### src/rtl/conv_seq_pkg.sv
`timescale 1ns/1ps
package conv_seq_pkg;
  localparam int unsigned SMP_W   = 16;
  localparam int unsigned LOG_MAX = 6;
  localparam int unsigned SUM_W   = SMP_W + LOG_MAX;

  localparam logic [1:0] SRC_EVT  = 2'd0;
  localparam logic [1:0] SRC_TMR  = 2'd1;
  localparam logic [1:0] SRC_SW   = 2'd2;
  localparam logic [1:0] SRC_NONE = 2'd3;

  typedef enum logic [1:0] {ST_IDLE, ST_FIRE, ST_WAIT} seq_state_e;

  typedef struct packed {
    logic       keep_sum;
    logic [1:0] res;
    logic [2:0] acc;
    logic [1:0] src;
    logic [1:0] mode;
    logic       en;
  } seq_cfg_t;

  // exponent actually used; the reserved code folds to one sample
  function automatic logic [2:0] eff_log(input logic [2:0] acc);
    return (acc == 3'd7) ? 3'd0 : acc;
  endfunction

  // keep the low 10+2r bits of a raw sample
  function automatic logic [SMP_W-1:0] trim_sample(input logic [SMP_W-1:0] s,
                                                   input logic [1:0] r);
    logic [SMP_W-1:0] keep;
    keep = {SMP_W{1'b1}} >> (3'd6 - {r, 1'b0});
    return s & keep;
  endfunction

  function automatic logic [SUM_W-1:0] shape(input logic [SUM_W-1:0] sum,
                                             input logic [2:0] lg,
                                             input logic keep);
    return keep ? sum : (sum >> lg);
  endfunction
endpackage

### src/rtl/cs_trig_sel.sv
`timescale 1ns/1ps
module cs_trig_sel
  import conv_seq_pkg::*;
(
  input  logic [1:0] src,
  input  logic       evt,
  input  logic       tmr,
  input  logic       sw,
  output logic       hit
);
  always_comb begin
    case (src)
      SRC_EVT: hit = evt;
      SRC_TMR: hit = tmr;
      SRC_SW:  hit = sw;
      default: hit = 1'b0;
    endcase
  end
endmodule

### src/rtl/cs_chan_pick.sv
`timescale 1ns/1ps
module cs_chan_pick #(
  parameter int unsigned NCH  = 8,
  parameter int unsigned CH_W = 3
) (
  input  logic [NCH-1:0]  mask,
  input  logic [CH_W-1:0] cur,
  output logic            first_ok,
  output logic [CH_W-1:0] first_idx,
  output logic            next_ok,
  output logic [CH_W-1:0] next_idx
);
  // descending walk so the lowest qualifying index wins
  always_comb begin
    first_ok  = 1'b0;
    first_idx = '0;
    next_ok   = 1'b0;
    next_idx  = '0;
    for (int i = NCH - 1; i >= 0; i--) begin
      if (mask[i]) begin
        first_ok  = 1'b1;
        first_idx = CH_W'(i);
      end
      if (mask[i] && (i > int'(cur))) begin
        next_ok  = 1'b1;
        next_idx = CH_W'(i);
      end
    end
  end
endmodule

### src/rtl/cs_accum.sv
`timescale 1ns/1ps
module cs_accum
  import conv_seq_pkg::*;
#(
  parameter int unsigned CH_W = 3
) (
  input  logic             clk,
  input  logic             rst_n,
  input  logic             clear,
  input  logic             take,
  input  logic [SMP_W-1:0] sample,
  input  logic [2:0]       lg,
  input  logic             keep_sum,
  input  logic [CH_W-1:0]  chan,
  output logic             batch_end,
  output logic             res_valid,
  output logic [SUM_W-1:0] res_data,
  output logic [CH_W-1:0]  res_chan
);
  localparam int unsigned CNT_W = LOG_MAX + 1;

  logic [CNT_W-1:0] cnt_q;
  logic [SUM_W-1:0] sum_q, sum_nx;

  assign sum_nx    = sum_q + SUM_W'(sample);
  assign batch_end = take && ((cnt_q + CNT_W'(1)) == (CNT_W'(1) << lg));

  always_ff @(posedge clk) begin
    if (!rst_n) begin
      cnt_q     <= '0;
      sum_q     <= '0;
      res_valid <= 1'b0;
      res_data  <= '0;
      res_chan  <= '0;
    end else begin
      res_valid <= 1'b0;
      if (clear) begin
        cnt_q <= '0;
        sum_q <= '0;
      end else if (take) begin
        if (batch_end) begin
          cnt_q     <= '0;
          sum_q     <= '0;
          res_valid <= 1'b1;
          res_data  <= shape(sum_nx, lg, keep_sum);
          res_chan  <= chan;
        end else begin
          cnt_q <= cnt_q + CNT_W'(1);
          sum_q <= sum_nx;
        end
      end
    end
  end


  result_needs_take_chk: assert property (@(posedge clk) disable iff (!rst_n)
    res_valid |-> $past(take));
endmodule

### src/rtl/conv_sequencer.sv
`timescale 1ns/1ps
module conv_sequencer
  import conv_seq_pkg::*;
#(
  parameter int unsigned NCH = 8
) (
  input  logic                   clk,
  input  logic                   rst_n,
  input  logic                   cfg_wr,
  input  logic [10:0]            cfg_word,
  input  logic [NCH-1:0]         cfg_mask,
  input  logic                   evt_trig,
  input  logic                   tmr_reload,
  input  logic                   sw_start,
  output logic                   conv_start,
  output logic [$clog2(NCH)-1:0] chan_idx,
  input  logic                   conv_done,
  input  logic [SMP_W-1:0]       conv_sample,
  output logic                   res_valid,
  output logic [SUM_W-1:0]       res_data,
  output logic [$clog2(NCH)-1:0] res_chan
);
  localparam int unsigned CH_W = $clog2(NCH);

  seq_cfg_t         cfg_q;
  logic [NCH-1:0]   mask_q;
  seq_state_e       state_q, state_d;
  logic [CH_W-1:0]  chan_q, chan_d;
  logic             trig_hit, first_ok, next_ok, batch_end, take, clear;
  logic [CH_W-1:0]  first_idx, next_idx;
  logic             scan_mode, cont_mode;

  assign scan_mode = cfg_q.mode[0];
  assign cont_mode = cfg_q.mode[1];

  always_ff @(posedge clk) begin
    if (!rst_n) begin
      cfg_q  <= '{keep_sum: 1'b0, res: 2'd0, acc: 3'd0, src: SRC_NONE, mode: 2'd0, en: 1'b0};
      mask_q <= '0;
    end else if (cfg_wr) begin
      cfg_q  <= seq_cfg_t'(cfg_word);
      mask_q <= cfg_mask;
    end
  end

  cs_trig_sel u_trig (
    .src (cfg_q.src),
    .evt (evt_trig),
    .tmr (tmr_reload),
    .sw  (sw_start),
    .hit (trig_hit)
  );

  cs_chan_pick #(.NCH(NCH), .CH_W(CH_W)) u_pick (
    .mask      (mask_q),
    .cur       (chan_q),
    .first_ok  (first_ok),
    .first_idx (first_idx),
    .next_ok   (next_ok),
    .next_idx  (next_idx)
  );

  assign take  = (state_q == ST_WAIT) && conv_done && cfg_q.en;
  assign clear = !cfg_q.en || (state_q == ST_IDLE);

  cs_accum #(.CH_W(CH_W)) u_acc (
    .clk       (clk),
    .rst_n     (rst_n),
    .clear     (clear),
    .take      (take),
    .sample    (trim_sample(conv_sample, cfg_q.res)),
    .lg        (eff_log(cfg_q.acc)),
    .keep_sum  (cfg_q.keep_sum),
    .chan      (chan_q),
    .batch_end (batch_end),
    .res_valid (res_valid),
    .res_data  (res_data),
    .res_chan  (res_chan)
  );

  always_comb begin
    state_d = state_q;
    chan_d  = chan_q;
    if (!cfg_q.en) begin
      state_d = ST_IDLE;
    end else begin
      case (state_q)
        ST_IDLE: if (trig_hit && first_ok) begin
          state_d = ST_FIRE;
          chan_d  = first_idx;
        end
        ST_FIRE: state_d = ST_WAIT;
        ST_WAIT: if (conv_done) begin
          if (!batch_end) begin
            state_d = ST_FIRE;
          end else if (scan_mode && next_ok) begin
            state_d = ST_FIRE;
            chan_d  = next_idx;
          end else if (cont_mode && first_ok) begin
            state_d = ST_FIRE;
            chan_d  = first_idx;
          end else begin
            state_d = ST_IDLE;
          end
        end
        default: state_d = ST_IDLE;
      endcase
    end
  end

  always_ff @(posedge clk) begin
    if (!rst_n) begin
      state_q <= ST_IDLE;
      chan_q  <= '0;
    end else begin
      state_q <= state_d;
      chan_q  <= chan_d;
    end
  end

  assign conv_start = (state_q == ST_FIRE);
  assign chan_idx   = chan_q;


  start_one_cycle_chk: assert property (@(posedge clk) disable iff (!rst_n)
    conv_start |=> !conv_start);


  start_after_done_chk: assert property (@(posedge clk) disable iff (!rst_n)
    (state_q == ST_WAIT && !conv_done) |=> !conv_start);


  no_source_chk: assert property (@(posedge clk) disable iff (!rst_n)
    (state_q == ST_IDLE && cfg_q.src == SRC_NONE) |=> !conv_start);


  disabled_quiet_chk: assert property (@(posedge clk) disable iff (!rst_n)
    !cfg_q.en |=> (!conv_start && !res_valid));


  cont_restart_chk: assert property (@(posedge clk) disable iff (!rst_n)
    (res_valid && cfg_q.en && $past(cfg_q.en) && $past(cont_mode) && $past(|mask_q))
      |-> conv_start);
endmodule

### config.mk
export PLATFORM = sky130hd
export DESIGN_NAME = conv_sequencer
export DESIGN_NICKNAME = d
export VERILOG_FILES = /design/src/rtl/conv_seq_pkg.sv /design/src/rtl/cs_trig_sel.sv /design/src/rtl/cs_chan_pick.sv /design/src/rtl/cs_accum.sv /design/src/rtl/conv_sequencer.sv
export SDC_FILE = /design/constraint.sdc
export NUM_CORES = 1
export LEC_CHECK = 0
export ABC_AREA = 1
export BUFFER_PORTS_ARGS = -buffer_cell sky130_fd_sc_hd__buf_2
export CAP_MARGIN = 20
export CORE_UTILIZATION = 45
export DETAILED_ROUTE_END_ITERATION = 10
export PLACE_DENSITY = 0.7
export SETUP_SLACK_MARGIN = 0.05
export SYNTH_ARGS = -nofsm -noshare
export SYNTH_HDL_FRONTEND = slang
export SYNTH_SLANG_ARGS = --single-unit
### constraint.sdc
create_clock -name clk -period 2.3 [get_ports clk]
set_input_delay 0.115 -clock clk [delete_from_list [all_inputs] [get_ports clk]]
set_output_delay 0.115 -clock clk [all_outputs]
set_load 0.01 [all_outputs]
==> reports/metrics.csv, run 1 <==
metric,value,unit
run status,"complete, but fails checks",
violated checks,setup timing,
post-synth cell types,41,
Final Hold Violating Endpoints,0,
number of vias in the routed layout,6389,
detailed router's first-iteration violation count,554,
synthesized instance count,905,
clock latency on the worst-skew pair,0.35,ns
IO buf count,71,
minimum clock period after layout,2.34,ns
class of the tightest hold or removal check,primary input to flop,
Final Cycle Share,1.02,
transition at the pin with the smallest max-transition slack,1.02,ns
final routed DRC violation total,0,
RSZ-0062 raised after global routing,true,
total negative slack,-0.0464,ns
category of the critical setup timing path,flop to flop,
CP cell instances,o21a_1 -> ha_4 -> nand2_4 -> inv_2 -> nand2_1 -> nor2_2 -> nand3b_1 -> nand4_1 -> nand3_2 -> nand2_1 -> nand2_1 -> nand3_1 -> nand3_1 -> nand2_1 -> inv_1,
Boundary Pins,72,
post-layout util,0.635,
Leak Pwr,3.47,nW
Reg area,1590,um2
simple-gate portion of the synthesized area,0.366,
compound-gate portion of the synthesized area,0.175,
power spent charging and discharging nets,0.00103,W
switch share,0.291,
per-instance average area after synthesis,6.07,um2
Post-Synthesis Net Count,965,
Final setup viols,2,
area of the mapped netlist,5490,um2
area share of fa/ha/maj cells after synthesis,0.0424,
die outline width,112,um
vias in the first global route,5655,
Clock H-tree levels,3,
xor/xnor cell area share of the yosys netlist,0.0287,
die boundary height,112,um
post-synthesis mux area share,0.00182,
number of antenna diodes,0,
total track usage,0.267,
share of power burned in the clock network,0.435,
yosys synthesis warning count,0,
Die Area,12600,um2
internal power,0.00251,W
part of the Yosys area used for sequential elements,0.288,
"Power, Total",0.00354,W
Post-Place Worst Slack,-0.0963,ns
global-route wire length before repair,26.8,mm
number of synthesized register bits,79,
Pins Over Slew Limit,0,
number of buffers created by CTS,9,
number of vias per cell,5.46,
worst clock skew,0.00904,ns
final weighted congestion in routability-driven placement,0.948,
Max Clock Freq,427,MHz
maximum buffer depth of the clock tree,2,
clk sink count,79,
initial antenna violation count,0,
final worst setup slack,-0.0417,ns
post-synthesis to final-layout area growth,34.9,%
layout filler cell count,1041,
starting density of the core,0.471,
"number of placed instances, taps included",1138,
area used by multi-input combinational logic,3990,um2
most used flip-flop cell after synthesis,sky130_fd_sc_hd__dfxtp_1,
drt total wl,17.3,mm
sequential fraction of design power,0.402,
Clk Tree Root Cell,sky130_fd_sc_hd__clkbuf_16,
remaining number of nets flagged by the antenna check after routing,0,
pin count of the biggest net entering global routing,47,
remaining global-route overflow,0,
Core Footprint,11700,um2
library cell contributing the largest single delay on the critical path,sky130_fd_sc_hd__dfxtp_4,
biggest fanout along the worst timing path,6,
detail-routed net length per standard cell,14.8,um
final std cells w/o fill,1170,
number of enable-type register cells in the synthesized netlist,0,
CP most frequent cell,sky130_fd_sc_hd__nand2_1,
async set or reset register ratio after synthesis,0,
Peak supply drop,0.420,mV
layout net count,1082,
first-pass iteration count of the detailed router,5,
startpoint kind of the worst setup timing path,flop,
worst slew margin relative to its limit,0.317,
share of final-layout standard cells stronger than drive strength 1,0.289,
site row count,39,
max-cap violation count,0,
CP Data Arrival Time,2.60,ns
clock input transition at the sequential cells of the worst setup and hold paths,0.06,ns
Post-DP HPWL,12.1,mm
biggest cell delay along the critical path,0.36,ns
CP endpoint kind,flop,
dominant combinational cell family by area after synthesis,simple AND/OR/NAND/NOR gates,
Comb power frac,0.163,
Required @ worst endpoint,2.56,ns
TritonCTS clock tree,done,
Pwr per Cell Area,478,nW/um2
-- placed cells by master, fill, tap and decap left out, drive strengths merged, types with 2 or more instances in the layout --
cell | synthesis | layout
nand2 | 269 | 269
buf | 8 | 132
inv | 102 | 104
nand3 | 104 | 104
a21oi | 84 | 84
dfxtp | 79 | 79
nor2 | 79 | 79
o21ai | 54 | 54
ha | 17 | 17
xor2 | 14 | 14
a31oi | 13 | 13
clkbuf | 26 | 10
o21a | 8 | 8
dlygate4sd3 | 0 | 8
nor3 | 8 | 8
nand3b | 7 | 7
nand4 | 6 | 6
o211ai | 5 | 5
xnor2 | 4 | 4
or2 | 3 | 3
and3 | 2 | 2
clkinvlp | 0 | 2
o21bai | 2 | 2
a21boi | 2 | 2
clkinv | 1 | 2
-- critical path: cells and delay by family, from the launching register on --
family / cells / cell delay (ns)
compound gates: 1 / 0.23
simple gates: 11 / 1.21
fa+ha+maj: 1 / 0.34
flops: 1 / 0.36
buf+inv: 2 / 0.10
-- path summary, 6_finish.rpt --
path | start | endpoint | slack, ns | cells after the start
worst max-delay path | cfg_q[9] | u_acc.res_data[14] | -0.04 | 15
worst min register to register | u_acc.sum_q[7] | u_acc.sum_q[7] | 0.47 | 2
worst min-delay path | cfg_word[9] | cfg_q[9] | 0.02 | 3
worst max register to register | cfg_q[9] | u_acc.res_data[14] | -0.04 | 15
-- power by group through the flow --
| stage | Combinational [W] | Clock, W | Sequential (W) |
|---|---|---|---|
| floorplan | 0.000317 | 0 | 0.00145 |
| global placement | 0.000482 | 0 | 0.00145 |
| detailed placement | 0.000484 | 0 | 0.00145 |
| CTS | 0.000508 | 0.00156 | 0.00142 |
| global route | 0.000634 | 0.00163 | 0.00142 |
| finish | 0.000577 | 0.00154 | 0.00142 |
-- layout make-up --
cell class	count	area share
clock buffers	10	0.0323
clock inverters	6	0.0101
inverters	103	0.0534
multi-input cells	689	0.539
flip-flops and latches	79	0.215
well taps	143	0.0242
repair buffers	140	0.126
-- metrics by stage --
step / cell area, um2 / hold WS, ns
2_1_floorplan: 5490 / 0.241
3_3_place_gp: 6300 / 0.325
3_5_place_dp: 6300 / 0.329
4_1_cts: 6830 / 0.0228
5_1_grt: 7410 / 0.0494
6_report: 7410 / 0.0215
-- kinds of logic after synthesis --
| logic type | Yosys count |
|---|---|
| and+or+nand+nor | 479 |
| AOI/OAI and AO/OA | 173 |
| buffers and inverters | 137 |
| DFF | 79 |
| xor gates and xnor gates | 18 |
| adders and majority gates | 18 |
| muxes | 1 |
-- what timing repair did --
item	in CTS	in global routing
endpoints found under the setup margin	18	51
buffers inserted	1	7
hold buffers	8	0
pin swaps	4	46
resized for setup	26	142
endpoints found under the hold margin	8	0
-- Yosys cell counts, types with 2 or more instances --
library cell,n,share of area
sky130_fd_sc_hd__or2_2,3,0.0034
sky130_fd_sc_hd__a21oi_1,82,0.075
sky130_fd_sc_hd__and3_1,2,0.0023
sky130_fd_sc_hd__nand3_1,103,0.094
sky130_fd_sc_hd__dfxtp_1,79,0.29
sky130_fd_sc_hd__nor2_1,78,0.053
sky130_fd_sc_hd__buf_6,2,0.0041
sky130_fd_sc_hd__o21ai_0,47,0.043
sky130_fd_sc_hd__clkbuf_1,26,0.018
sky130_fd_sc_hd__inv_1,97,0.066
sky130_fd_sc_hd__o21a_1,8,0.011
sky130_fd_sc_hd__xnor2_1,4,0.0064
sky130_fd_sc_hd__nor3_1,7,0.0064
sky130_fd_sc_hd__o21bai_1,2,0.0027
sky130_fd_sc_hd__o21ai_1,6,0.0055
sky130_fd_sc_hd__xor2_1,14,0.022
sky130_fd_sc_hd__ha_1,17,0.039
sky130_fd_sc_hd__a21boi_0,2,0.0027
sky130_fd_sc_hd__nand2_1,269,0.18
sky130_fd_sc_hd__a31oi_1,13,0.015
sky130_fd_sc_hd__nand4_1,6,0.0068
sky130_fd_sc_hd__inv_2,5,0.0034
sky130_fd_sc_hd__o211ai_1,5,0.0068
sky130_fd_sc_hd__a21oi_4,2,0.0059
sky130_fd_sc_hd__buf_2,4,0.0036
sky130_fd_sc_hd__nand3b_1,7,0.0096
-- per-layer routing --
metal | part of all wire | GRT usage | wire length (um) | vias to the layer above
met5 | 0 | 0 | 0 | -
met4 | 0.031 | 0.117 | 537 | 0
met3 | 0.057 | 0.0389 | 993 | 39
met2 | 0.47 | 0.447 | 8220 | 236
met1 | 0.44 | 0.343 | 7580 | 2913
li1 | - | - | - | 3201
-- state kept, by name (all words and copies together), names as in the netlist --
signal and count:
u_acc.cnt_q 7, state_q 2, mask_q 8, cfg_q 11
u_acc.sum_q 22, u_acc.res_valid 1, u_acc.res_data 22, u_acc.res_chan 3
chan_idx 3
Note: power is estimated with default switching activity, not from simulation.
==> inputs of run 2 (changes only) <==
SYNTH_HIERARCHICAL = 1   (was default)
==> reports/metrics.csv, run 2 <==
metric,value,unit
number of synthesized register bits,79,
vias in the first global route,5973,
pin count of the biggest net entering global routing,44,
Final Hold Violating Endpoints,0,
post-placement cell area,6490,um2
final weighted congestion in routability-driven placement,0.969,
remaining number of nets flagged by the antenna check after routing,0,
"final std cell area, no fill",7980,um2
setup slack of the most critical reg-to-reg path,0.02,ns
number of vias per cell,5.32,
clock input transition at the sequential cells of the worst setup and hold paths,0.06,ns
clk sink count,79,
startpoint kind of the worst setup timing path,flop,
max-cap violation count,0,
total track usage,0.278,
most area-consuming cells after synthesis,"sky130_fd_sc_hd__dfxtp_1, sky130_fd_sc_hd__nand2_1, sky130_fd_sc_hd__nand3_1, sky130_fd_sc_hd__nor2_1, sky130_fd_sc_hd__inv_1",
Pins Over Slew Limit,0,
IO buf count,71,
die boundary height,114,um
clock latency on the worst-skew pair,0.35,ns
synthesized instance count,940,
site row count,40,
Final setup viols,0,
CP endpoint kind,flop,
startpoint of the tightest hold check path,cfg_mask[7],
Pwr per Cell Area,440,nW/um2
detailed router's first-iteration violation count,511,
number of enable-type register cells in the synthesized netlist,0,
area used by multi-input combinational logic,4360,um2
worst slew margin relative to its limit,0.480,
detail-routed net length per standard cell,15.0,um
TritonCTS clock tree,done,
Boundary Pins,72,
area of the mapped netlist,5620,um2
Peak supply drop,0.516,mV
global-route wire length before repair,28.0,mm
class of the tightest hold or removal check,primary input to flop,
drt total wl,18.7,mm
top cell type by total area after synthesis,sky130_fd_sc_hd__dfxtp_1,
final worst setup slack,0.0171,ns
top flop regs,"u_acc/res_data (22), u_acc/sum_q (22), cfg_q (11)",
Clock H-tree levels,3,
number of antenna diodes,0,
number of buffers created by CTS,9,
category of the critical setup timing path,flop to flop,
minimum clock period after layout,2.28,ns
area share of the largest cell type after synthesis,0.281,
layout filler cell count,1112,
first-pass iteration count of the detailed router,5,
Required @ worst endpoint,2.58,ns
Leak Pwr,3.83,nW
starting density of the core,0.464,
RSZ-0062 raised after global routing,true,
Die Area,12900,um2
most used standard cell by instance count after synthesis,sky130_fd_sc_hd__nand2_1,
maximum buffer depth of the clock tree,2,
most numerous cell types in the synthesized netlist,"sky130_fd_sc_hd__nand2_1, sky130_fd_sc_hd__nand3_1, sky130_fd_sc_hd__nor2_1",
"commonest non-fill, non-tap cell in the layout",sky130_fd_sc_hd__nand2_1,
async set or reset register ratio after synthesis,0,
worst clock skew,0.0122,ns
crit path from,u_acc/cnt_q[0],
biggest fanout along the worst timing path,10,
post-synth cell types,40,
CP Data Arrival Time,2.56,ns
Core Footprint,12100,um2
run status,finished clean,
Post-DP HPWL,12.7,mm
Post-Place Worst Slack,-0.0797,ns
Final Cycle Share,0.993,
remaining global-route overflow,0,
post-synthesis to final-layout area growth,41.9,%
share of final-layout standard cells stronger than drive strength 1,0.327,
layout net count,1131,
per-instance average area after synthesis,5.98,um2
Max Clock Freq,438,MHz
Clk Tree Root Cell,sky130_fd_sc_hd__clkbuf_16,
part of the Yosys area used for sequential elements,0.281,
initial antenna violation count,0,
most used flip-flop cell after synthesis,sky130_fd_sc_hd__dfxtp_1,
transition at the pin with the smallest max-transition slack,0.779,ns
yosys synthesis warning count,6,
minimum hold slack,0.0304,ns
reg2reg start,u_acc/cnt_q[0],
Post-Synthesis Net Count,1000,
Reg area,1600,um2
"commonest cells after routing, fill and taps aside","sky130_fd_sc_hd__nand2_1, sky130_fd_sc_hd__nand3_1, sky130_fd_sc_hd__nor2_1, sky130_fd_sc_hd__inv_1, sky130_fd_sc_hd__dfxtp_1",
final routed DRC violation total,0,
die outline width,114,um
number of vias in the routed layout,6612,
## run 2: area by class of cell
type                       instances  area share
clock inverter                     6     0.00847
multi-input combinational        728       0.546
sequential                        79       0.200
clock buffer                      10      0.0300
timing repair buffer             153       0.139
inverter                         100      0.0493
tap                              168      0.0264
## run 2: per-layer routing
layer	wire [um]	global-route usage	up-vias	part of all wire
met5	0	0	-	0
met4	701	0.123	0	0.038
met3	1060	0.0611	60	0.057
met2	9210	0.474	238	0.49
met1	7730	0.335	2997	0.41
li1	-	-	3317	-
## run 2: worst paths after layout
path / to / depth (start not counted)
setup / recovery: u_acc/res_data[9] / 11
hold / removal: mask_q[7] / 3
setup reg to reg: u_acc/res_data[9] / 11
hold reg to reg: state_q[1] / 2
## run 2: what timing repair did
item                                    4_1_cts  5_1_grt
setup buffers                                 1        8
hold buffers                                 15        0
hold endpoints to repair                     15        0
pin swaps                                     7       42
cloned                                        0        1
gates resized for setup                      30      215
endpoints found under the setup margin       23       55
## run 2: stage by stage
step / utilization / std cells / total power (W) / setup TNS (ns)
6_report: 0.659 / 1244 / 0.00351 / 0
5_1_grt: 0.659 / 1244 / 0.00367 / -4.52
4_1_cts: 0.585 / 1235 / 0.00347 / 0
3_5_place_dp: 0.536 / 1203 / 0.00196 / -0.413
3_3_place_gp: 0.536 / 1203 / 0.00195 / -0.175
2_1_floorplan: - / 940 / 0.00178 / 0
## run 2: kinds of logic after synthesis
| logic type | synth area share |
|---|---|
| AO/OA/AOI/OAI | 0.138 |
| XOR/XNOR | 0.0218 |
| adder cells (fa/ha/maj) | 0.0414 |
| buffers and inverters | 0.0961 |
| flip-flops | 0.281 |
| multiplexers | 0.00534 |
| AND/OR/NAND/NOR | 0.416 |
## run 2: report_power, final
part / leakage (nW) / total (W) / switching [W] / internal (W)
clock network: 0.145 / 0.00148 / 0.000606 / 0.000873
registers: 0.644 / 0.00143 / 0.0000359 / 0.00139
logic: 3.04 / 0.000604 / 0.000362 / 0.000242
total: 3.83 / 0.00351 / 0.00100 / 0.00251
## run 2: worst max-delay path: stages, from the launching register on
cell	delay, ns
sky130_fd_sc_hd__dfxtp_1	0.33
sky130_fd_sc_hd__buf_4	0.12
sky130_fd_sc_hd__nand3_1	0.14
sky130_fd_sc_hd__xnor2_1	0.44
sky130_fd_sc_hd__xor2_1	0.19
sky130_fd_sc_hd__nand3_1	0.10
sky130_fd_sc_hd__nor2_2	0.12
sky130_fd_sc_hd__nand3_2	0.20
sky130_fd_sc_hd__inv_4	0.15
sky130_fd_sc_hd__buf_6	0.14
sky130_fd_sc_hd__o21ai_0	0.10
sky130_fd_sc_hd__a31oi_1	0.19
